**config.mk**
```make
export PLATFORM = sky130hd
export DESIGN_NAME = pwm_bank
export DESIGN_NICKNAME = d
export VERILOG_FILES = /design/src/rtl/pwmb_pkg.sv /design/src/rtl/pwmb_chan_regs.sv /design/src/rtl/pwmb_prescale.sv /design/src/rtl/pwmb_pattern.sv /design/src/rtl/pwm_bank.sv
export SDC_FILE = /design/constraint.sdc
export NUM_CORES = 1
export LEC_CHECK = 0
export BUFFER_PORTS_ARGS = -buffer_cell sky130_fd_sc_hd__clkbuf_2
export CAP_MARGIN = 10
export CORE_ASPECT_RATIO = 1.75
export CORE_MARGIN = 8
export CORE_UTILIZATION = 65
export DETAILED_ROUTE_END_ITERATION = 10
export PLACE_DENSITY = 0.82
export SETUP_SLACK_MARGIN = 0.4
export SYNTH_ARGS = -nofsm -noshare
export SYNTH_HDL_FRONTEND = slang
export SYNTH_SLANG_ARGS = --single-unit
```
**constraint.sdc**
```tcl
create_clock -name clk -period 6.05 [get_ports clk]
set_clock_uncertainty 0.1 [all_clocks]
set_input_delay 0.3025 -clock clk [delete_from_list [all_inputs] [get_ports clk]]
set_output_delay 0.3025 -clock clk [all_outputs]
set_load 0.01 [all_outputs]
```
**src/rtl/pwmb_pkg.sv**
```systemverilog
package pwmb_pkg;

   localparam logic [7:0] OFS_KIND   = 8'h05;
   localparam logic [7:0] OFS_CLK    = 8'h41;
   localparam logic [7:0] OFS_DIV    = 8'h42;
   localparam logic [7:0] OFS_MODE   = 8'h43;
   localparam logic [7:0] OFS_DUTY_L = 8'h44;
   localparam logic [7:0] OFS_DUTY_H = 8'h45;
   localparam logic [7:0] OFS_GATE   = 8'h46;
   localparam logic [7:0] OFS_SYNC   = 8'h47;

   localparam logic [7:0] KIND_PLAIN = 8'h0B;

   typedef struct packed {
      logic [1:0]  clk_sel;
      logic [1:0]  div_idx;
      logic [2:0]  exp;
      logic [15:0] duty;
   } pwm_cfg_t;

   // last count of the pre-divider for ratios 1, 3, 5, 6
   function automatic logic [2:0] div_last(input logic [1:0] idx);
      case (idx)
         2'd0:    return 3'd0;
         2'd1:    return 3'd2;
         2'd2:    return 3'd4;
         default: return 3'd5;
      endcase
   endfunction

endpackage

```
**src/rtl/pwmb_chan_regs.sv**
```systemverilog
module pwmb_chan_regs
   import pwmb_pkg::*;
#(
   parameter logic [7:0] KIND_CODE = KIND_PLAIN
) (
   input  logic       clk,
   input  logic       rst_n,
   input  logic       wr_en,
   input  logic [7:0] ofs,
   input  logic [7:0] wdata,
   input  logic       boundary,
   output logic [7:0] rdata,
   output pwm_cfg_t   act_cfg,
   output logic       restart,
   output logic       gate_en,
   output logic       gate_tri,
   output logic       gate_pwm
);

   pwm_cfg_t shd_cfg;
   logic     wide_q, glitch_q, pend_q, ramp_q;
   logic     sync_req, load;

   assign sync_req = wr_en && (ofs == OFS_SYNC) && wdata[0];
   assign load     = (sync_req && (!glitch_q || (act_cfg.clk_sel == 2'd0)))
                   || (pend_q && boundary);
   assign restart  = load;

   always_ff @(posedge clk or negedge rst_n) begin
      if (!rst_n) begin
         shd_cfg  <= '0;
         act_cfg  <= '0;
         wide_q   <= 1'b0;
         glitch_q <= 1'b0;
         pend_q   <= 1'b0;
         gate_en  <= 1'b0;
         gate_tri <= 1'b0;
         gate_pwm <= 1'b0;
         ramp_q   <= 1'b0;
      end else begin
         if (load) act_cfg <= shd_cfg;
         if (load)          pend_q <= 1'b0;
         else if (sync_req) pend_q <= 1'b1;
         if (wr_en) begin
            case (ofs)
               OFS_CLK: begin
                  shd_cfg.clk_sel <= wdata[1:0];
                  wide_q          <= wdata[2];
               end
               OFS_DIV: begin
                  shd_cfg.exp     <= wdata[2:0];
                  shd_cfg.div_idx <= wdata[6:5];
               end
               OFS_MODE:   glitch_q           <= wdata[5];
               OFS_DUTY_L: shd_cfg.duty[7:0]  <= wdata;
               OFS_DUTY_H: shd_cfg.duty[15:8] <= wdata;
               OFS_GATE: begin
                  gate_en  <= wdata[7];
                  gate_tri <= wdata[5];
                  gate_pwm <= wdata[2];
                  ramp_q   <= wdata[1];
               end
               default: ;
            endcase
         end
      end
   end

   always_comb begin
      case (ofs)
         OFS_KIND:   rdata = KIND_CODE;
         OFS_CLK:    rdata = {5'd0, wide_q, shd_cfg.clk_sel};
         OFS_DIV:    rdata = {1'b0, shd_cfg.div_idx, 2'b00, shd_cfg.exp};
         OFS_MODE:   rdata = {2'b00, glitch_q, 5'd0};
         OFS_DUTY_L: rdata = shd_cfg.duty[7:0];
         OFS_DUTY_H: rdata = shd_cfg.duty[15:8];
         OFS_GATE:   rdata = {gate_en, 1'b0, gate_tri, 2'b00, gate_pwm, ramp_q, 1'b0};
         default:    rdata = 8'h00;
      endcase
   end

   // immediate sync copies the shadow into the active set
   p_sync_load_r7: assert property (@(posedge clk) disable iff (!rst_n)
      (sync_req && !glitch_q) |=> (act_cfg == $past(shd_cfg)));

   // without a sync write or a pending sync the active set is frozen
   p_shadow_hold_r6: assert property (@(posedge clk) disable iff (!rst_n)
      (!(wr_en && (ofs == OFS_SYNC)) && !pend_q) |=> $stable(act_cfg));

   // a glitch-free sync on a running channel is deferred
   p_defer_r8: assert property (@(posedge clk) disable iff (!rst_n)
      (sync_req && glitch_q && (act_cfg.clk_sel != 2'd0) && !(pend_q && boundary))
      |=> pend_q);

endmodule

```
**src/rtl/pwmb_prescale.sv**
```systemverilog
module pwmb_prescale
   import pwmb_pkg::*;
#(
   parameter  int MAX_EXP = 7,
   localparam int EXC_W   = (MAX_EXP > 0) ? MAX_EXP : 1
) (
   input  logic       clk,
   input  logic       rst_n,
   input  logic       restart,
   input  logic       run,
   input  logic       tick,
   input  logic [1:0] div_idx,
   input  logic [2:0] exp,
   output logic       step
);

   logic [2:0] pd_q;
   logic       pd_last, ex_last;

   assign pd_last = (pd_q == div_last(div_idx));

   always_ff @(posedge clk or negedge rst_n) begin
      if (!rst_n)                pd_q <= '0;
      else if (restart || !run)  pd_q <= '0;
      else if (tick)             pd_q <= pd_last ? 3'd0 : pd_q + 3'd1;
   end

   generate
      if (MAX_EXP == 0) begin : g_no_exp
         assign ex_last = 1'b1;
      end else begin : g_exp
         logic [EXC_W-1:0] ex_q, ex_lim;
         always_comb begin
            for (int i = 0; i < EXC_W; i++) ex_lim[i] = (i < int'(exp));
         end
         assign ex_last = (ex_q == ex_lim);
         always_ff @(posedge clk or negedge rst_n) begin
            if (!rst_n)                   ex_q <= '0;
            else if (restart || !run)     ex_q <= '0;
            else if (tick && pd_last)     ex_q <= ex_last ? '0 : ex_q + 1'b1;
         end
         // exponent stage never passes its limit
         p_exp_bound_r4: assert property (@(posedge clk) disable iff (!rst_n)
            ex_q <= ex_lim);
      end
   endgenerate

   assign step = run && tick && pd_last && ex_last;

   // pre-divider stays inside its ratio
   p_pd_bound_r4: assert property (@(posedge clk) disable iff (!rst_n)
      pd_q <= div_last(div_idx));

endmodule

```
**src/rtl/pwmb_pattern.sv**
```systemverilog
module pwmb_pattern #(
   parameter  int CNT_W = 9,
   localparam int FULL  = 1 << CNT_W
) (
   input  logic        clk,
   input  logic        rst_n,
   input  logic        restart,
   input  logic        run,
   input  logic        step,
   input  logic [15:0] duty,
   input  logic        gate_en,
   input  logic        gate_tri,
   input  logic        gate_pwm,
   output logic        pwm_o,
   output logic        oe_o,
   output logic        boundary
);

   logic [CNT_W-1:0] cnt_q;
   logic             raw;

   assign boundary = step && (&cnt_q);
   assign raw      = ({16'd0, duty} >= 32'(FULL)) || (32'(cnt_q) < {16'd0, duty});
   assign pwm_o    = gate_en && gate_pwm && raw;
   assign oe_o     = gate_en || !gate_tri;

   always_ff @(posedge clk or negedge rst_n) begin
      if (!rst_n)               cnt_q <= '0;
      else if (restart || !run) cnt_q <= '0;
      else if (step)            cnt_q <= cnt_q + 1'b1;
   end

   // a stopped channel holds its step count at zero
   p_stop_zero_r3: assert property (@(posedge clk) disable iff (!rst_n)
      !run |=> (cnt_q == '0));

   // the count wraps to zero after the last step
   p_wrap_r4: assert property (@(posedge clk) disable iff (!rst_n)
      (boundary && !restart) |=> (cnt_q == '0));

endmodule

```
**src/rtl/pwm_bank.sv**
```systemverilog
module pwm_bank
   import pwmb_pkg::*;
#(
   parameter  int         NUM_CH    = 4,
   parameter  int         CNT_W     = 9,
   parameter  int         TICK_N    = 3,
   parameter  int         MAX_EXP   = 7,
   parameter  logic [7:0] KIND_CODE = KIND_PLAIN,
   localparam int         CH_W      = (NUM_CH > 1) ? $clog2(NUM_CH) : 1
) (
   input  logic              clk,
   input  logic              rst_n,
   input  logic              bus_wr,
   input  logic [CH_W+7:0]   bus_addr,
   input  logic [7:0]        bus_wdata,
   output logic [7:0]        bus_rdata,
   input  logic [TICK_N-1:0] ref_tick,
   output logic [NUM_CH-1:0] pwm_out,
   output logic [NUM_CH-1:0] pwm_oe
);

   generate
      if (NUM_CH < 1 || NUM_CH > 64) begin : g_bad_ch
         $error("pwm_bank: NUM_CH out of range");
      end
      if (CNT_W < 2 || CNT_W > 15) begin : g_bad_cnt
         $error("pwm_bank: CNT_W out of range");
      end
      if (TICK_N < 1 || TICK_N > 3) begin : g_bad_tick
         $error("pwm_bank: TICK_N must be 1..3");
      end
      if (MAX_EXP < 0 || MAX_EXP > 7) begin : g_bad_exp
         $error("pwm_bank: MAX_EXP must be 0..7");
      end
   endgenerate

   logic [CH_W-1:0] ch_sel;
   logic [7:0]      ofs;
   logic [7:0]      rd_arr [NUM_CH];

   assign ch_sel = bus_addr[CH_W+7:8];
   assign ofs    = bus_addr[7:0];

   for (genvar g = 0; g < NUM_CH; g++) begin : g_ch
      pwm_cfg_t act;
      logic     wr, restart, en, tri_sel, src_pwm, step, bnd, tick, run;

      assign wr  = bus_wr && (ch_sel == CH_W'(g));
      assign run = (act.clk_sel != 2'd0);

      always_comb begin
         tick = 1'b0;
         for (int t = 0; t < TICK_N; t++)
            if (act.clk_sel == 2'(t + 1)) tick = ref_tick[t];
      end

      pwmb_chan_regs #(.KIND_CODE(KIND_CODE)) regs_i (
         .clk(clk), .rst_n(rst_n), .wr_en(wr), .ofs(ofs), .wdata(bus_wdata),
         .boundary(bnd), .rdata(rd_arr[g]), .act_cfg(act), .restart(restart),
         .gate_en(en), .gate_tri(tri_sel), .gate_pwm(src_pwm));

      pwmb_prescale #(.MAX_EXP(MAX_EXP)) pre_i (
         .clk(clk), .rst_n(rst_n), .restart(restart), .run(run), .tick(tick),
         .div_idx(act.div_idx), .exp(act.exp), .step(step));

      pwmb_pattern #(.CNT_W(CNT_W)) pat_i (
         .clk(clk), .rst_n(rst_n), .restart(restart), .run(run), .step(step),
         .duty(act.duty), .gate_en(en), .gate_tri(tri_sel), .gate_pwm(src_pwm),
         .pwm_o(pwm_out[g]), .oe_o(pwm_oe[g]), .boundary(bnd));
   end

   always_comb begin
      bus_rdata = 8'h00;
      for (int c = 0; c < NUM_CH; c++)
         if (int'(ch_sel) == c) bus_rdata = rd_arr[c];
   end

   // a channel with its output disabled never shows a high level
   for (genvar g = 0; g < NUM_CH; g++) begin : g_chk
      p_gate_low_r9: assert property (@(posedge clk) disable iff (!rst_n)
         !g_ch[g].en |-> !pwm_out[g]);
   end

endmodule

```
==> Word-level counts from Yosys, hierarchy flattened <==
Index checks and enable logic that the tools add are counted.
Widths: inputs -> output; s select.
{ "totals": {"reg_bits": 288, "output_inout_bits": 16} }
{ "classes": {"addsub": 12, "order_cmp": 36, "eq_ne": 42, "n_mux": 64, "n_reduce_logical": 138} }
{ "op_table": {"columns": ["operator", "n"], "rows": [
  ["$pmux 8 s7", 4],
  ["$mux 7", 12],
  ["$mux 9", 8],
  ["$ge 16x10->1 const B", 4],
  ["$lt 9x16->1", 4],
  ["$eq 8x7->1 const B", 7],
  ["$logic_and 1x1->1", 48],
  ["$reduce_and 2->1", 24],
  ["$reduce_bool 2->1", 20],
  ["$add 9x1->9 const B", 4],
  ["$lt 3x3->1 const A", 12],
  ["$mux 3", 12],
  ["$pmux 3 s3", 4],
  ["$reduce_and 9->1", 4],
  ["$eq 2x2->1 const B", 16],
  ["$mux 8", 4],
  ["$add 7x1->7 const B", 4],
  ["$eq 7x7->1", 4],
  ["$lt 1x3->1 const A", 8],
  ["$lt 2x3->1 const A", 8],
  ["$eq 2x1->1 const B", 10],
  ["$logic_not 2->1", 10],
  ["$logic_or 1x1->1", 20],
  ["$mux 1", 20],
  ["other kinds (4)", 21]
]} }

==> Logic depth before layout (Yosys ltp) <==
{ "logic_depth": {"depth_word": 12, "depth_mapped": 9, "depth_no_buf": 8} }

==> Hierarchy <==
From an unflattened synthesis, not the netlist that was laid out.
{ "unflattened": {"cells_unflattened": 1377, "area_unflattened_um2": 15766.4} }
{ "by_module_without_submodules": {"columns": ["module", "n_inst", "cells_each", "area_per_inst_um2"], "rows": [
  ["pwmb_chan_regs", 4, 171, 2369.8],
  ["pwmb_pattern", 4, 77, 688.2],
  ["pwmb_prescale (g_ch[0].pre_i ...)", 2, 94, 845.8],
  ["pwmb_prescale (g_ch[1].pre_i)", 1, 84, 753.2],
  ["pwmb_prescale (g_ch[3].pre_i)", 1, 82, 733.2],
  ["pwm_bank", 1, 31, 356.6]
]} }

==> Least setup slack after synthesis <==
OpenSTA, ideal clock, no wires.
{ "synth_timing": {"path_type": "input -> output", "start": "in bus_addr[5]", "end": "out bus_rdata[0]", "arrival_time_ns": 2.353, "t_required_ns": 5.648, "path_slack_ns": 3.294, "path_stages": 7, "n_path_buf": 1, "cell_sequence": "nor4b_1 -> clkbuf_1 -> nand2_1 -> nor2_1 -> a221oi_1 -> a21o_1 -> a2111oi_0"} }
{ "synth_between": {"elab_chain_len": 6, "word_cells_on_any_way": 15} }
{ "synth_lines": {"columns": ["element", "line", "text"], "rows": [
  ["from (decl)", "pwm_bank.sv:14", "input logic [CH_W+7:0] bus_addr,"],
  ["$eq 8x7->1 / $eq 8x3->1 (equally long branches)", "pwmb_chan_regs.sv:70", "case (ofs)"],
  ["$pmux 8 s7", "pwmb_chan_regs.sv:70", null],
  ["$mux 8 (3 in a row)", "pwm_bank.sv:75", "if (int'(ch_sel) == c) bus_rdata = rd_arr[c];"],
  ["$mux 8 *", "pwm_bank.sv:75", null],
  ["to (decl)", "pwm_bank.sv:16", "output logic [7:0] bus_rdata,"]
]} }
Mark *: on every way between the ends. The rest lies on a longest branch, timed or not.

==> Final worst setup path <==
{ "layout_timing": {"start": "in bus_addr[1]", "end": "out bus_rdata[0]"} }
Same word-level chain as after synthesis.

==> flow_metrics.tcl <==
set metrics [dict create \
    path_class "in -> out" \
    finalCritPeriodShare 0.624 \
    rows 73 \
    slew_violations 0 \
    yosysTopAreaCellShare 0.479 \
    die_x_um 131 \
    cts_tree "done" \
    htree_levels 1 \
    powerDensity_nw_per_um2 231 \
    postCtsSetupRepairBufs 0 \
    grt_usage 0.272 \
    cp_max_fo 30 \
    ant_nets 0 \
    crit_top_cell "clkbuf_2" \
    vias_per_cell 6.44 \
    crit_chain "clkbuf_2 > nor4bb_1 > nand2_1 > or2_2 > a2111oi_0 > clkbuf_2" \
    multiInputGateArea_um2 7360 \
    critical-path-slowest-cell "nor4bb_1" \
    synth_cell_type_count 74 \
    coreArea_um2 22700 \
    synth.avg_cell_area_um2 10.9 \
    run_status "completed" \
    fp.dieH_um 217 \
    finalWeightedCongestion 0.974 \
    max-cap-violations 0 \
    fp.dieArea_um2 28500 \
    synth-seq-cells 288 \
    avgRoutedWirePerCell_um 22.1 \
    min_path_type "in -> reg" \
    synth_seq_area_share 0.479 \
    cts_buffer_depth 3 \
    dr.pass1.iters 5 \
    io_pins 40 \
    worst-path-buf-inv 2 \
    final-setup-viol-count 0 \
    synth-async-reset-ratio 1.00 \
    max_freq_mhz 265 \
    cts.sinks 288 \
    relSlewSlack 0.234 \
    post-route-util 0.714 \
    final.setup.tns_ns 0 \
    insertion_delay_ns 0.55 \
    tightest_slew_ns 1.15 \
    antenna_found_initial 1 \
    grt_pass1_vias 11445 \
    synth_warnings 0 \
    irDropWorstVdd_mv 0.237 \
    crit_family "simple AND/OR/NAND/NOR gates" \
    initial_core_util 0.662 \
    syn2layout_area_growth_pct 7.87 \
    drc 0 \
    nets 1455 \
    rsz0062_at_grt "false" \
    drtIter0Drc 673 \
    cts-root-buf "clkbuf_16" \
    drive_gt1_frac 0.229 \
    drt-total-wl_um 37600 \
    regArea_um2 7210 \
    slowest_delay_ns 0.84 \
    vias 10982 \
    synth_commonest_cells "dfrtp_1 (288), mux2_2 (209), nand2_1 (89)" \
    yosys-top-cells-area "dfrtp_1 (48%), mux2_2 (16%), ha_1 (4.0%)" \
    grt_max_degree 165 \
    dp_hpwl_um 26500 \
    yosysMostFrequentCell "dfrtp_1" \
    critPathArrivalTime_ns 3.37 \
    p_leak_nw 7.53 \
    io_buffers 39 \
    synth_cells 1379 \
    grt_overflow_total 0 \
    cp_data_required_time_ns 5.65 \
    synth_edf_count 0 \
    syn_nets 1451 \
    fillers 1588 \
    hold_viol 0 \
    cts_made_buffers 26 \
    cts.reportedPaths.clkPinSlew_ns 0.06 \
    startpoint_type "input port" \
    grt_pass1_wl_um 60600 \
    min_period_ns 3.77 \
    worst_setup_path_end_kind "output pin" \
    ys.flop_type "dfrtp_1" \
    synthesis.area_um2 15100 \
    cts_resized 0 \
    yosys.area.top_type "dfrtp_1" \
]
per-stage QoR:
stage	setup WS [ns]	std cells	total power [mW]	hold WS [ns]	cell area (µm²)
final	2.28	1704	3.74	0.184	16200
after detailed placement	2.41	1654	2.13	0.366	15400
after CTS	2.39	1703	3.76	0.143	16200
after global placement	2.44	1654	2.13	0.366	15400
after floorplan	3.29	1379	2.04	-0.0931	15100
after global routing	2.11	1703	3.85	0.159	16200
metal layers:
metal | vias to the layer above | GRT usage | part of all wire
li1 | 5042 | - | -
met1 | 5513 | 0.306 | 0.38
met2 | 321 | 0.471 | 0.52
met3 | 106 | 0.0448 | 0.049
met4 | 0 | 0.157 | 0.055
met5 | - | 0 | 0
worst register-to-register path, cell delays in order, from the launching register on:
cell and delay (ns):
dfrtp_1 0.42, mux2i_1 0.13, mux2_2 0.32, a21oi_1 0.56, nand4_2 0.49, o21ai_2 1.05, mux2_2 0.43
state kept, by name, indices dropped and copies added, names as in the netlist, 12 cells and up:
register / cells
g_ch.pre_i.g_exp.ex_q: 28
g_ch.regs_i.act_cfg: 92
g_ch.pat_i.cnt_q: 36
g_ch.pre_i.pd_q: 12
g_ch.regs_i.shd_cfg: 92
cell type report:
class | instances | share of cell area
inverters | 46 | 0.0106
clock buffers | 38 | 0.0466
multi-input cells | 974 | 0.453
well taps | 300 | 0.0231
flip-flops and latches | 288 | 0.444
diodes | 1 | 0.000154
repair buffers | 47 | 0.0173
clock inverters | 10 | 0.00539
report_power, final:
part,switching [mW],internal [mW],total (mW),leakage (nW)
combinational,0.112,0.0376,0.149,3.14
clock,0.729,0.915,1.64,0.412
sequential,0.0130,1.94,1.95,3.98
cells by family after synthesis:
| group | after synthesis | synth area share |
|---|---|---|
| xor gates and xnor gates | 31 | 0.0180 |
| and+or+nand+nor | 396 | 0.138 |
| muxes | 248 | 0.182 |
| adders and majority gates | 49 | 0.0406 |
| buffers and inverters | 117 | 0.0337 |
| DFF | 288 | 0.479 |
| AOI/OAI and AO/OA | 250 | 0.108 |
worst paths after layout:
check | startpoint | endpoint | slack (ns) | cells past startpoint
max in group asynchronous | rst_n | g_ch[3].pat_i.cnt_q[4]$_DFFE_PN0P_ | 4.08 | 3
min in group asynchronous | rst_n | g_ch[0].regs_i.act_cfg[0]$_DFFE_PN0P_ | 0.35 | 2
max reg2reg | g_ch[3].regs_i.act_cfg[21]$_DFFE_PN0P_ | g_ch[3].regs_i.act_cfg[5]$_DFFE_PN0P_ | 2.43 | 6
max | bus_addr[1] | bus_rdata[0] | 2.28 | 6
min | bus_wdata[4] | g_ch[0].regs_i.shd_cfg[12]$_DFFE_PN0P_ | 0.18 | 2
min reg2reg | g_ch[3].regs_i.pend_q$_DFFE_PN0P_ | g_ch[3].regs_i.pend_q$_DFFE_PN0P_ | 0.41 | 2
layout by cell type (no fill, tap or decap), drive strengths merged, types with 14 or more instances in the layout:
| cell | n |
|---|---|
| a21o | 14 |
| a21oi | 80 |
| and3 | 20 |
| clkbuf | 76 |
| dfrtp | 288 |
| ha | 48 |
| inv | 46 |
| mux2 | 209 |
| mux2i | 39 |
| nand2 | 89 |
| nand2b | 20 |
| nand3 | 33 |
| nand4 | 30 |
| nor2 | 75 |
| nor2b | 16 |
| nor3 | 22 |
| nor4 | 19 |
| o21ai | 64 |
| or3 | 15 |
| xor2 | 19 |
repair_timing:
| action | in CTS | in global routing |
|---|---|---|
| hold endpoints to repair | 124 | 0 |
| endpoints found under the setup margin | 0 | 0 |
| hold buffers | 1 | 0 |
No activity file was read; power rests on OpenSTA's default activity.
